<file path="src/rtl/iq_balance_corr.sv">
module iq_balance_corr #(
  parameter int DW   = 16,
  parameter int CW   = 16,
  parameter int FRAC = 15
) (
  input  logic                clk,
  input  logic                rst_n,
  input  logic                coef_load,
  input  logic [2*CW-1:0]     coef_word,
  input  logic                in_valid,
  input  logic signed [DW-1:0] in_i,
  input  logic signed [DW-1:0] in_q,
  output logic                out_valid,
  output logic signed [DW-1:0] out_i,
  output logic signed [DW-1:0] out_q
);

  localparam int PW = DW + CW;
  localparam int SW = DW + 2;
  localparam logic signed [PW-1:0] HALF   = PW'(1) << (FRAC - 1);
  localparam logic signed [SW-1:0] MAXV   = SW'((1 << (DW - 1)) - 1);
  localparam logic signed [SW-1:0] MINV   = -SW'(1 << (DW - 1));

  logic signed [CW-1:0] a_act, b_act;
  logic                 s1_valid;
  logic signed [DW-1:0] s1_i, s1_q;
  logic signed [PW-1:0] s1_pa, s1_pb;

  always_ff @(posedge clk) begin
    if (!rst_n) begin
      a_act <= '0;
      b_act <= '0;
    end else if (coef_load) begin
      a_act <= coef_word[2*CW-1:CW];
      b_act <= coef_word[CW-1:0];
    end
  end

  always_ff @(posedge clk) begin
    if (!rst_n) begin
      s1_valid <= 1'b0;
      s1_i     <= '0;
      s1_q     <= '0;
      s1_pa    <= '0;
      s1_pb    <= '0;
    end else begin
      s1_valid <= in_valid;
      if (in_valid) begin
        s1_i  <= in_i;
        s1_q  <= in_q;
        s1_pa <= PW'(in_i) * PW'(a_act);
        s1_pb <= PW'(in_i) * PW'(b_act);
      end
    end
  end

  logic signed [PW-1:0] rnd_a, rnd_b;
  logic signed [SW-1:0] sum_i, sum_q;

  assign rnd_a = (s1_pa + HALF) >>> FRAC;
  assign rnd_b = (s1_pb + HALF) >>> FRAC;
  assign sum_i = SW'(s1_i) + SW'(rnd_a);
  assign sum_q = SW'(s1_q) + SW'(rnd_b);

  function automatic logic signed [DW-1:0] clip(input logic signed [SW-1:0] x);
    if (x > MAXV)      clip = MAXV[DW-1:0];
    else if (x < MINV) clip = MINV[DW-1:0];
    else               clip = x[DW-1:0];
  endfunction

  always_ff @(posedge clk) begin
    if (!rst_n) begin
      out_valid <= 1'b0;
      out_i     <= '0;
      out_q     <= '0;
    end else begin
      out_valid <= s1_valid;
      if (s1_valid) begin
        out_i <= clip(sum_i);
        out_q <= clip(sum_q);
      end
    end
  end

  a_r5_latency: assert property (@(posedge clk) disable iff (!rst_n)
    in_valid |-> ##2 out_valid);

  a_r5_no_spurious: assert property (@(posedge clk) disable iff (!rst_n)
    !in_valid |-> ##2 !out_valid);

  a_r5_hold: assert property (@(posedge clk) disable iff (!rst_n)
    !s1_valid |=> ($stable(out_i) && $stable(out_q)));

  a_r2_q_unscaled: assert property (@(posedge clk) disable iff (!rst_n)
    (out_valid && $past(in_i, 2) == '0) |-> (out_q == $past(in_q, 2) && out_i == '0));

  a_r7_identity: assert property (@(posedge clk) disable iff (!rst_n)
    (out_valid && $past(a_act, 2) == '0 && $past(b_act, 2) == '0)
      |-> (out_i == $past(in_i, 2) && out_q == $past(in_q, 2)));

endmodule

</file>
<file path="config.mk">
export PLATFORM = sky130hd
export DESIGN_NAME = iq_balance_corr
export DESIGN_NICKNAME = d
export VERILOG_FILES = /design/src/rtl/iq_balance_corr.sv
export SDC_FILE = /design/constraint.sdc
export NUM_CORES = 2
export LEC_CHECK = 0
export BUFFER_PORTS_ARGS = -buffer_cell sky130_fd_sc_hd__buf_4
export CAP_MARGIN = 0
export CORE_MARGIN = 2
export CORE_UTILIZATION = 40
export CTS_CLUSTER_SIZE = 25
export DETAILED_ROUTE_END_ITERATION = 10
export PLACE_DENSITY = 0.62
export SYNTH_ARGS = -nofsm -noshare
export SYNTH_HDL_FRONTEND = slang
export SYNTH_SLANG_ARGS = --single-unit
</file>
<file path="constraint.sdc">
create_clock -name clk -period 8.75 [get_ports clk]
set_clock_uncertainty 0.05 [all_clocks]
set_input_delay 1.75 -clock clk [delete_from_list [all_inputs] [get_ports clk]]
set_output_delay 1.75 -clock clk [all_outputs]
set_load 0.1 [all_outputs]
</file>
# == Word level (Yosys, flattened, before mapping) ==
# Cells that the tools add are included.
# totals
in_bits,68
register_bits,162
word_cells,24
out_inout_bits,33
# classes
muxes,4
n_mul,2
n_lt_le_gt_ge,4
add_sub_neg,4
# op_table
cell,count
32-bit by 16-bit adder with 32-bit output (second input constant),2
16-bit by 16-bit multiplier with 32-bit output,2
16-bit two-way mux,4
16-bit by 17-bit adder with 18-bit output,2
18-bit by 16-bit > comparator with 1-bit output (second input constant),2
18-bit by 16-bit less-than comparator with 1-bit output (second input constant),2

# == Depth between registers and ports, before layout ==
# logic_depth
depth_word,5
mapped_depth,25
mapped_depth_nobuf,24

# == Worst setup path before layout ==
# Ideal clock, no wire load.
# synth_timing
path_kind,input -> register
startpoint,input port in_i[15]
endpoint,register s1_pb[31]
path_slack_ns,1.161
setup_time_ns,0.120
n_path_buf,1
arrival_ns,7.419
t_required_ns,8.580
cell_stages,21
cell_sequence,clkbuf_1 -> nand2_1 -> inv_1 -> fa_1 -> fa_1 -> fa_1 -> fa_1 -> fa_1 -> inv_1 -> fa_1 -> inv_1 -> ha_1 -> a21o_1 -> a21o_1 -> a21oi_1 -> nor2_1 -> a21oi_1 -> o21ai_1 -> o41a_1 -> and4_1 -> o31a_1
# synth_between
elab_chain_cells,1
# synth_lines
element,line_no,rtl
start: declaration,11,"input logic signed [DW-1:0] in_i,"
16-bit by 16-bit multiplier with 32-bit output,52,s1_pb <= PW'(in_i) * PW'(b_act);
end signal: assignment,52,
end: declaration,27,"logic signed [PW-1:0] s1_pa, s1_pb;"
# Every way passes these cells.
# A chain may end at the register's enable or synchronous reset.

# == Worst setup path after layout ==
# layout_timing
startpoint,input port in_i[10]
endpoint,register s1_pb[31]
# The elaborated chain is that of the path after synthesis.

==> out/metrics.cfg <==
[global_route]
first_global_vias = 19600
gr-total-overflow = 0
grt_usage_pct = 19.7
antenna_found_initial = 1
grt_pass1_wl_um = 103000
grt_max_degree = 64

[critical_path]
rr_startpoint = b_act[1]
crit_fanout = 33
path_cells = buf_4 -> nand2_1 -> fa_1 -> fa_1 -> fa_1 -> fa_1 -> inv_1 -> fa_1 -> inv_1 -> fa_1 -> inv_1 -> ha_1 -> a21oi_1 -> nor2_1 -> a211oi_1 -> nand4_1 -> nand2_1 -> o21ai_1 -> o41a_1 -> and4_1 -> o31a_1
path_class = in2reg
r2r_slack_ns = 1.77
cpMaxStageDelayCell = fa_1
reg2reg_depth = 20
r2r-end = s1_pb[31]
startpoint_type = primary input
arrival_ns = 8.11
end_kind = register
cp_common_cell = fa_1
cp_data_required_time_ns = 9.07
slowest_delay_ns = 0.58

[power_and_ir_drop]
ir_drop_mv = 0.156
p_leak_nw = 13.8
power_mw = 5.75
powerDensity_mw_per_mm2 = 207

[cts]
cts_buffer_depth = 2
numCtsBuffers = 17
htree_levels = 4
cts_root_buf = clkbuf_16
clock-sinks = 134
clk_pin_slew_ns = 0.08
hold_buffers = 0
clock_latency_ns = 0.49
cts_resized = 0
cts_setup_buffers = 0
cts_tree = yes

[yosys]
synthFlopType = dfxtp_1
yosys_warnings = 0
synth_top_cell_by_area = fa_1
synth_common_cells = inv_1 (578), fa_1 (524), nand2_1 (318)
ys_async_sr_fraction_pct = 0
synth.area.top_cells = fa_1 (41%), dfxtp_1 (10%), ha_1 (9.4%)
yosysTopAreaCellShare_pct = 40.7
synth_area_mm2 = 0.0257
yosysMostFrequentCell = inv_1
syn_nets = 3601
synth-seq-cells = 134
synth_edf_count = 0
avgSynthCellArea_um2 = 9.15
ys_seq_area_share_pct = 10.4
synthDistinctLibCells = 63
synthCells = 2815

[finish]
num-nets-final = 3614
fillCellCount = 6388
fin_util_pct = 43.5
drive_gt1_share_pct = 5.81
area_growth_pct = 8.15
multi_input_area_mm2 = 0.0204
regArea_mm2 = 0.00268
n_antenna_cell = 0
postLayoutCellArea_mm2 = 0.0278

[sta]
slew_viol_final = 0
fin_crit_sh_pct = 89.0
hold_viol = 0
setup_ws_ns = 0.964
period_minus_slack_ns = 7.79
fin_setup_tns_ns = 0
max_freq_mhz = 128
grt_setup_unrepaired = false
setup_viol_count_final = 0
relSlewSlack_pct = 34.6
worst_slew_pin_slew_ns = 0.981

[routing]
dr.first_iter.drc_count = 854
via_count = 18300
avgRoutedWirePerCell_um = 16.6
drc_errors = 0
ant_nets = 0
viasPerCell = 4.95
drtPass1Iterations = 5
wirelength_um = 61500

[die]
core_mm2 = 0.0640
fp.dieH_um = 258
dieArea_mm2 = 0.0664
die_w_um = 258
io_pins = 101
std_cell_rows = 93
start_util_pct = 40.2

[min_path]
hold_depth = 1
min_path_type = reg2reg
min_from = out_q[2]
min_to = out_q[2]

[place]
dp_slack_ns = 0.599
portBuffers = 100
postPlaceCellArea_mm2 = 0.0272
place_congestion = 0.832
dp_hpwl_um = 48200

[flow_run]
maxCapViolCount = 0

[run_status]
status = finished clean

flip-flops by register name, summed over array words and instances, names as in the netlist:
register   count
s1_pa         18
s1_pb         18
a_act         16
b_act         16
out_i         16
out_q         16
s1_i          16
s1_q          16
out_valid      1
s1_valid       1
placed cells by master, fill, tap and decap left out, types with 21 or more instances in the layout:
cell	netlist	final
xnor2_1	72	72
mux2i_1	75	75
inv_1	578	578
ha_1	194	194
nand3_1	26	26
o21ai_1	21	21
nand2b_1	22	22
o21ai_0	60	60
xor2_1	33	33
dfxtp_1	134	134
fa_1	524	524
a21oi_1	76	76
nand2_1	318	318
nor2b_1	89	89
buf_4	0	116
nor2_1	67	67
and2_1	235	235
a21o_1	22	22
metal layers:
layer | vias to the layer above | share of wire [%] | GRT usage, %
met4 | 0 | 2.9 | 5.96
met1 | 9338 | 45 | 26.4
li1 | 8547 | - | -
met5 | - | 0 | 0
met3 | 85 | 3.3 | 2.39
met2 | 321 | 49 | 33.2
kinds of logic after synthesis:
logic type	count (synthesis)	synth area share (%)
AO/OA/AOI/OAI	259	6.39
XOR/XNOR	105	3.57
adder cells (fa/ha/maj)	718	50.2
buffers and inverters	701	10.3
flip-flops	134	10.4
multiplexers	76	2.96
AND/OR/NAND/NOR	822	16.2
where the power goes:
part / total [mW] / switching (mW) / internal (mW)
logic: 4.10 / 2.37 / 1.73
registers: 0.858 / 0.151 / 0.707
clock network: 0.796 / 0.358 / 0.438
total: 5.75 / 2.88 / 2.88
area by class of cell:
cell class                 count  area share (%)
tap                          855            3.84
clock buffer                  17            1.53
clock inverter                15           0.723
timing repair buffer         116            3.13
multi-input combinational   1980            73.3
inverter                     579            7.80
sequential                   134            9.63
how the worst max path moves through the flow:
stage          cells after the start  startpoint  slack (ns)        end
4_1_cts                           21    in_i[10]        1.10  s1_pb[31]
5_1_grt                           22     in_i[9]        0.61  s1_pa[30]
6_report                          21    in_i[10]        0.96  s1_pb[31]
3_3_place_gp                      24     in_i[7]        0.70  s1_pb[31]
2_1_floorplan                     21    in_i[15]        1.16  s1_pb[31]
3_5_place_dp                      21    in_i[10]        0.60  s1_pb[31]
per-stage QoR:
step / hold WS [ns] / cells
after floorplan: 0.404 / 2815
after global placement: 0.417 / 3664
after detailed placement: 0.421 / 3664
after CTS: 0.441 / 3696
after global routing: 0.451 / 3696
final: 0.437 / 3696
critical path, delay by kind of cell:
kind	cells	cell delay (ns)
AOI/OAI and AO/OA	5	1.55
and+or+nand+nor	5	0.91
buffers and inverters	4	0.54
adders and majority gates	7	3.34
Note: power is estimated with default switching activity, not from simulation.
